**src/rtl/msi_pkg.sv**
```systemverilog
package msi_pkg;
  localparam int REG_W = 32;
  localparam int OFS_W = 5;

  typedef enum logic [OFS_W-1:0] {
    OFS_CTRL    = 5'h00,
    OFS_DATA    = 5'h04,
    OFS_ADDR_LO = 5'h08,
    OFS_ADDR_HI = 5'h0C,
    OFS_ATTR    = 5'h10
  } cfg_ofs_e;
endpackage

```
**src/rtl/msi_cfg_regs.sv**
```systemverilog
module msi_cfg_regs
  import msi_pkg::*;
#(
  parameter int ADDR_BITS = 52,
  parameter int ATTR_W    = 4
) (
  input  logic                 clk,
  input  logic                 rst_n,
  input  logic                 we,
  input  logic [OFS_W-1:0]     ofs,
  input  logic [REG_W-1:0]     wdata,
  output logic [REG_W-1:0]     rdata,
  output logic                 irq_en,
  output logic [63:0]          door_addr,
  output logic [REG_W-1:0]     msg_word,
  output logic [ATTR_W-1:0]    mem_attr
);
  localparam int HI_W = ADDR_BITS - 32;

  logic               en_q;
  logic [REG_W-1:0]   data_q;
  logic [ATTR_W-1:0]  attr_q;
  logic [31:2]        addr_lo_q;
  logic [63:0]        addr_full;

  always_ff @(posedge clk) begin
    if (!rst_n) begin
      en_q      <= 1'b0;
      data_q    <= '0;
      attr_q    <= '0;
      addr_lo_q <= '0;
    end else if (we) begin
      case (ofs)
        OFS_CTRL:    en_q      <= wdata[0];
        OFS_DATA:    data_q    <= wdata;
        OFS_ADDR_LO: addr_lo_q <= wdata[31:2];
        OFS_ATTR:    attr_q    <= wdata[ATTR_W-1:0];
        default:     ;
      endcase
    end
  end

  generate
    if (HI_W > 0) begin : g_hi
      logic [HI_W-1:0] addr_hi_q;
      always_ff @(posedge clk) begin
        if (!rst_n) addr_hi_q <= '0;
        else if (we && ofs == OFS_ADDR_HI) addr_hi_q <= wdata[HI_W-1:0];
      end
      if (HI_W < 32) begin : g_pad
        assign addr_full = {{(32-HI_W){1'b0}}, addr_hi_q, addr_lo_q, 2'b00};
      end else begin : g_nopad
        assign addr_full = {addr_hi_q, addr_lo_q, 2'b00};
      end
    end else begin : g_lo_only
      assign addr_full = {32'd0, addr_lo_q, 2'b00};
    end
  endgenerate

  always_comb begin
    case (ofs)
      OFS_CTRL:    rdata = {{(REG_W-1){1'b0}}, en_q};
      OFS_DATA:    rdata = data_q;
      OFS_ADDR_LO: rdata = addr_full[31:0];
      OFS_ADDR_HI: rdata = addr_full[63:32];
      OFS_ATTR:    rdata = {{(REG_W-ATTR_W){1'b0}}, attr_q};
      default:     rdata = '0;
    endcase
  end

  assign irq_en    = en_q;
  assign door_addr = addr_full;
  assign msg_word  = data_q;
  assign mem_attr  = attr_q;
endmodule

```
**src/rtl/msi_arm_detect.sv**
```systemverilog
module msi_arm_detect (
  input  logic clk,
  input  logic rst_n,
  input  logic ovf,
  input  logic enable,
  input  logic addr_nz,
  output logic fire
);
  logic qual;
  logic qual_q;

  assign qual = ovf & enable & addr_nz;

  always_ff @(posedge clk) begin
    if (!rst_n) qual_q <= 1'b0;
    else        qual_q <= qual;
  end

  assign fire = qual & ~qual_q;
endmodule

```
**src/rtl/msi_req_hold.sv**
```systemverilog
module msi_req_hold #(
  parameter int PAY_W = 100
) (
  input  logic             clk,
  input  logic             rst_n,
  input  logic             fire,
  input  logic [PAY_W-1:0] pay_in,
  input  logic             ready,
  output logic             valid,
  output logic [PAY_W-1:0] pay_out
);
  logic             pending_q;
  logic [PAY_W-1:0] pay_q;

  always_ff @(posedge clk) begin
    if (!rst_n) begin
      pending_q <= 1'b0;
      pay_q     <= '0;
    end else if (!pending_q) begin
      if (fire) begin
        pending_q <= 1'b1;
        pay_q     <= pay_in;
      end
    end else if (ready) begin
      pending_q <= 1'b0;
    end
  end

  assign valid   = pending_q;
  assign pay_out = pay_q;
endmodule

```
**src/rtl/msi_doorbell_writer.sv**
```systemverilog
module msi_doorbell_writer
  import msi_pkg::*;
#(
  parameter int ADDR_BITS = 52,
  parameter int ATTR_W    = 4
) (
  input  logic              clk,
  input  logic              rst_n,
  input  logic              cfg_we,
  input  logic [4:0]        cfg_ofs,
  input  logic [31:0]       cfg_wdata,
  output logic [31:0]       cfg_rdata,
  input  logic              ovf_in,
  output logic              msg_valid,
  input  logic              msg_ready,
  output logic [63:0]       msg_addr,
  output logic [31:0]       msg_data,
  output logic [ATTR_W-1:0] msg_attr
);
  localparam int PAY_W = 64 + REG_W + ATTR_W;

  logic              irq_en;
  logic [63:0]       door_addr;
  logic [REG_W-1:0]  msg_word;
  logic [ATTR_W-1:0] mem_attr;
  logic              fire;
  logic [PAY_W-1:0]  pay_out;

  msi_cfg_regs #(.ADDR_BITS(ADDR_BITS), .ATTR_W(ATTR_W)) u_regs (
    .clk       (clk),
    .rst_n     (rst_n),
    .we        (cfg_we),
    .ofs       (cfg_ofs),
    .wdata     (cfg_wdata),
    .rdata     (cfg_rdata),
    .irq_en    (irq_en),
    .door_addr (door_addr),
    .msg_word  (msg_word),
    .mem_attr  (mem_attr)
  );

  msi_arm_detect u_arm (
    .clk     (clk),
    .rst_n   (rst_n),
    .ovf     (ovf_in),
    .enable  (irq_en),
    .addr_nz (|door_addr),
    .fire    (fire)
  );

  msi_req_hold #(.PAY_W(PAY_W)) u_req (
    .clk     (clk),
    .rst_n   (rst_n),
    .fire    (fire),
    .pay_in  ({door_addr, msg_word, mem_attr}),
    .ready   (msg_ready),
    .valid   (msg_valid),
    .pay_out (pay_out)
  );

  assign msg_addr = pay_out[PAY_W-1 -: 64];
  assign msg_data = pay_out[ATTR_W +: REG_W];
  assign msg_attr = pay_out[ATTR_W-1:0];
endmodule

```
**config.mk**
```make
export PLATFORM = sky130hd
export DESIGN_NAME = msi_doorbell_writer
export DESIGN_NICKNAME = d
export VERILOG_FILES = /design/src/rtl/msi_pkg.sv /design/src/rtl/msi_cfg_regs.sv /design/src/rtl/msi_arm_detect.sv /design/src/rtl/msi_req_hold.sv /design/src/rtl/msi_doorbell_writer.sv
export SDC_FILE = /design/constraint.sdc
export NUM_CORES = 1
export LEC_CHECK = 0
export BUFFER_PORTS_ARGS = -buffer_cell sky130_fd_sc_hd__clkbuf_2
export CORE_ASPECT_RATIO = 0.8
export CORE_MARGIN = 2
export CORE_UTILIZATION = 40
export CTS_CLUSTER_DIAMETER = 80
export DETAILED_ROUTE_END_ITERATION = 16
export PLACE_DENSITY = 0.63
export SYNTH_ARGS = -nofsm -noshare
export SYNTH_HDL_FRONTEND = slang
export SYNTH_HIERARCHICAL = 1
export SYNTH_SLANG_ARGS = --single-unit
```
**constraint.sdc**
```tcl
create_clock -name clk -period 2.35 [get_ports clk]
set_input_delay 0.47 -clock clk [delete_from_list [all_inputs] [get_ports clk]]
set_output_delay 0.47 -clock clk [all_outputs]
set_load 0.01 [all_outputs]
```
# Word level (Yosys, flattened, before mapping)
# Cells that the tools add are included.
[op_classes]
eq_ne = 4
reduce_logical = 8
bitwise = 5
n_mux = 4
[op_table]
columns = ["cell", "count"]
rows = [
  ["case mux 32 bit (5 select lines)", 1],
  ["OR reduction 50 bit", 1],
  ["equality test 5 x 4 -> 1 bit (second input constant)", 2],
  ["AND reduction 2 bit", 5],
  ["equality test 5 x 3 -> 1 bit (second input constant)", 1],
  ["equality test 5 bit (second input constant)", 1],
  ["logical NOT 5 bit", 1],
  ["AND 1 bit", 3],
  ["two-way mux 1 bit", 3],
  ["inverter 1 bit", 2],
  ["logical AND 1 bit", 1],
]
[totals]
elab_cells = 29
output_inout_bits = 133
ff_bits = 175
in_bits = 42

# Depth between registers and ports, before layout
[logic_depth]
depth_word = 5
mapped_depth = 9
depth_no_buf = 6

# Hierarchy
# Netlist, hierarchy kept.
[by_module_without_submodules]
columns = ["module", "instances", "cells_per_inst", "seq_area_each_um2", "area_per_inst_um2"]
rows = [
  ["msi_req_hold", 1, 437, 2021.9, 4130.2],
  ["msi_cfg_regs", 1, 418, 1741.7, 3524.6],
  ["msi_doorbell_writer", 1, 21, 0.0, 138.9],
  ["msi_arm_detect", 1, 3, 20.0, 38.8],
]

# Least setup slack after synthesis
# Ideal clock, no wire load.
[synth_path]
kind = "reg2reg"
from = "register u_regs.g_hi.addr_hi_q[2]"
to = "register u_req.pay_q[0] (netlist: u_req/pay_out[0])"
stages_incl_launch_ff = 9
arrival_ps = 1912
path_buffers = 2
period_less_slack_ps = 2031
slack_ps = 319
setup_ps = 118
cell_sequence = "dfxtp_1 > nor4_1 > nand4_1 > or4_1 > and4b_1 > nor2b_4 > buf_12 > buf_12 > mux2i_1"
[synth_between]
elab_chain_len = 4
[synth_rtl]
columns = ["element", "line", "rtl"]
rows = [
  ["start, declared", "msi_cfg_regs.sv:45", "logic [HI_W-1:0] addr_hi_q;"],
  ["start signal, assigned", "msi_cfg_regs.sv:48", "else if (we && ofs == OFS_ADDR_HI) addr_hi_q <= wdata[HI_W-1:0];"],
  ["OR reduction 50 bit", "msi_doorbell_writer.sv:47", ".addr_nz (|door_addr),"],
  ["AND 1 bit", "msi_arm_detect.sv:12", "assign qual = ovf & enable & addr_nz;"],
  ["AND 1 bit", "msi_arm_detect.sv:19", "assign fire = qual & ~qual_q;"],
  ["net fire", "msi_doorbell_writer.sv:26", "logic fire;"],
  ["AND reduction 2 bit (no line)", "--", ""],
  ["end signal, assigned", "msi_req_hold.sv:22", "pay_q <= pay_in;"],
  ["end, declared", "msi_req_hold.sv:13", "logic [PAY_W-1:0] pay_q;"],
]
# The timed path passes the listed nets, and every way through them passes these cells.
# A chain may end at the register's enable or synchronous reset.

# Final worst setup path
[layout_path]
from = "register u_regs/addr_lo_q[24] (netlist bit)"
to = "register u_req.pay_q[72] (netlist: u_req/pay_out[72])"
[layout_between]
elab_chain_len = 4
[layout_rtl]
columns = ["element", "line", "rtl"]
rows = [
  ["start, declared", "msi_cfg_regs.sv:23", "logic [31:2] addr_lo_q;"],
  ["start signal, assigned", "msi_cfg_regs.sv:36", "OFS_ADDR_LO: addr_lo_q <= wdata[31:2];"],
  ["OR reduction 50 bit", "msi_doorbell_writer.sv:47", ""],
  ["AND 1 bit", "msi_arm_detect.sv:12", ""],
  ["AND 1 bit", "msi_arm_detect.sv:19", ""],
  ["net fire", "msi_doorbell_writer.sv:26", ""],
  ["AND reduction 2 bit (no line)", "--", ""],
]
# The timed path passes the listed nets, and every way through them passes these cells.

==> flow_summary.json <==
{
  "outcome": "finished clean",
  "floorplan_die_height_um": 129,
  "synth_register_bits": 189,
  "clock_insertion_delay_worst_skew_ns": 0.43,
  "cts.root.buffer_cell": "sky130_fd_sc_hd__clkbuf_16",
  "first_global_vias": 6274,
  "layout.area.seq_um2": 3790,
  "synth_async_sr_flop_share_pct": 0,
  "worstHoldPathType": "input port to flop",
  "syn_area_um2": 7830,
  "vdd_ir_drop_max_uv": 420,
  "cts_buffer_depth": 2,
  "critPathCaptureType": "flop",
  "dr_total_vias": 6927,
  "required_ns": 2.70,
  "max_slew_margin_pct": 62.4,
  "cp_slowest_stage_delay_ns": 0.49,
  "cts_htree_levels": 4,
  "cell_taking_the_most_area_after_synthesis": "sky130_fd_sc_hd__dfxtp_1",
  "fillCellCount": 1792,
  "post_synth_num_cell_types": 34,
  "worstPathBufferInverterCount": 2,
  "detail_route.drc_violations": 0,
  "power-per-cell-area_nw_per_um2": 631,
  "netlist.area_leader.share_pct": 48.3,
  "dp_hpwl_mm": 16.1,
  "syn_avg_cell_area_um2": 8.91,
  "worst-r2r-cell-count": 8,
  "synth_enable_flop_cells": 0,
  "criticalPathCategory": "flop to flop",
  "ioPinCount": 175,
  "routed_wl_mm": 23.9,
  "fp.coreArea_um2": 19100,
  "final_layout_size_suffix_gt1_share_pct": 27.5,
  "multi_input_comb_area_um2": 3560,
  "post_dp_cell_area_um2": 9080,
  "worstPathMaxFanout": 7,
  "synth_flop_cell": "sky130_fd_sc_hd__dfxtp_1",
  "route.detailed.vias_per_inst": 5.18,
  "floorplan.die.width_um": 160,
  "crit_chain": "nor4_4 > buf_4 > nand4_1 > or4_1 > and4b_2 > nor2b_4 > clkbuf_16 > mux2i_1",
  "critical_path.top_delay_family": "simple AND/OR/NAND/NOR gates",
  "diodes_inserted": 0,
  "synthTopCellsByCount": "sky130_fd_sc_hd__nand2_1 (240), sky130_fd_sc_hd__dfxtp_1 (189), sky130_fd_sc_hd__mux2i_1 (100)",
  "final_core_occ_pct": 52.1,
  "floorplan.die_area_um2": 20700,
  "buffer_ports.inserted": 174,
  "instances_no_fill": 1338,
  "clock_tree_from_tritoncts": "yes",
  "cts-hold-fix-buffers": 0,
  "rsz0062_at_grt": "yes",
  "clkSlewWorstSetupHoldPaths_ns": 0.07,
  "net_count_of_the_finished_layout": 1110,
  "remaining_antenna_violation_count_after_routing": 0,
  "cts.repair_timing.setup_buffer_count": 0,
  "finalWorstPathRequiredPeriod_ns": 2.35,
  "std_cell_rows": 45,
  "p_leak_nw": 3.96,
  "hold_viol": 0,
  "ys_top_cells_by_area": "sky130_fd_sc_hd__dfxtp_1 (48%), sky130_fd_sc_hd__mux2i_1 (13%), sky130_fd_sc_hd__nand2_1 (12%), sky130_fd_sc_hd__nand3_1 (5.6%), sky130_fd_sc_hd__o21ai_0 (5.1%)",
  "postSynthCellCount": 879,
  "cts_made_buffers": 17,
  "place_inst": 1297,
  "start_util_pct": 41.0,
  "worst_path_max_delay_cell": "sky130_fd_sc_hd__or4_1",
  "routabilityCongestion": 0.838,
  "max_cap_viol_count": 0,
  "grt_first_pass_wirelength_mm": 35.2,
  "fin_crit_sh_pct": 100,
  "final_instance_area_um2": 9940,
  "largest_net_degree_at_the_start_of_global_routing": 67,
  "final-max-slew-violation-count": 0,
  "setup.worst_path.start_class": "flop",
  "initialDrtViolationCount": 655,
  "antenna_violations_before_repair": 0,
  "clock-skew-final_ns": 0.0189,
  "cts.sink_count": 189,
  "report.power.total_w": 0.00627,
  "routed_wire_per_std_cell_um": 17.9,
  "min_delay_path_depth": 3,
  "path_depth": 8,
  "yosysWarningCount": 6,
  "critPathArrivalTime_ns": 2.70,
  "firstDrtPassIters": 6,
  "seq_area_frac_synth_pct": 48.3,
  "worst-slew-pin-transition_ns": 0.565,
  "globalRouteTotalUtil_pct": 21.7,
  "count_leader_synth": "sky130_fd_sc_hd__nand2_1",
  "overflow": 0,
  "timing.final.setup_violations": 0,
  "flow.area_growth_from_synthesis_pct": 26.9,
  "fmax_mhz": 426,
  "hold_slack_ns": 0.287
}
flip-flops by register name (all words and copies together) (netlist names):
name,cells
u_arm/qual_q,1
u_regs/addr_lo_q,30
u_regs/g_hi.addr_hi_q,20
u_regs/irq_en,1
u_regs/mem_attr,4
u_regs/msg_word,32
u_req/pay_out,100
u_req/valid,1
final cells by class:
class	instances	area share, %
multi-input cells	604	35.9
clock inverters	13	1.20
clock buffers	18	4.42
well taps	258	3.25
repair buffers	240	16.5
flip-flops and latches	189	38.1
inverters	16	0.604
through the flow:
step / setup TNS (ns) / setup slack (ns)
3_5_place_dp: -4.13 / -0.0822
4_1_cts: 0 / 0.0127
6_report: 0 / 0.00117
3_3_place_gp: -6.67 / -0.0907
2_1_floorplan: 0 / 0.319
5_1_grt: -0.165 / -0.0291
logic make-up after synthesis:
kind of cell           count (synthesis)  share of synthesized area [%]
AOI/OAI and AO/OA                    123                           9.76
buffers and inverters                101                           8.39
DFF                                  189                           48.3
muxes                                100                           12.8
other                                  1                         0.0479
and+or+nand+nor                      365                           20.7
tightest hold or removal path, delay by kind of cell:
kind,cells,cell delay [ns]
simple gates,1,0.07
buf+inv,1,0.08
compound gates,1,0.05
power breakdown:
group | internal (W) | switching [W]
clock network | 0.00148 | 0.00127
registers | 0.00321 | 0.0000116
logic | 0.0000997 | 0.000184
total | 0.00480 | 0.00147
layer usage:
metal	wire [µm]	global-route usage, %
met5	0	0
met4	291	5.46
met3	1690	5.15
met2	9480	29.0
met1	12400	34.3
final timing paths:
kind              slack (ns)                           endpoint                         startpoint
hold reg to reg         0.46     u_req/pay_out[60]$_SDFFE_PN0P_     u_req/pay_out[60]$_SDFFE_PN0P_
setup reg to reg       0.001     u_req/pay_out[72]$_SDFFE_PN0P_  u_regs/addr_lo_q[24]$_SDFFE_PN0P_
setup / recovery       0.001     u_req/pay_out[72]$_SDFFE_PN0P_  u_regs/addr_lo_q[24]$_SDFFE_PN0P_
hold / removal          0.29  u_regs/addr_lo_q[29]$_SDFFE_PN0P_                      cfg_wdata[29]
what timing repair did:
| item | CTS | global route |
|---|---|---|
| pin swaps | 0 | 9 |
| gates cloned | 0 | 10 |
| resized for setup | 3 | 22 |
| setup endpoints to repair | 100 | 102 |
cell usage in the layout (no fill, tap or decap), drive strengths merged, types with 4 or more instances in the layout:
cell and n:
inv 17, a222oi 16, o21ai 87, mux2i 100
a22o 12, clkinvlp 7, nand3 89, clkbuf 196
nor2b 4, buf 62, conb 14, nand4 4
a22oi 6, nor4 16, nand2 240, clkinv 4
dfxtp 189
Power figures use the tool's default switching activity.
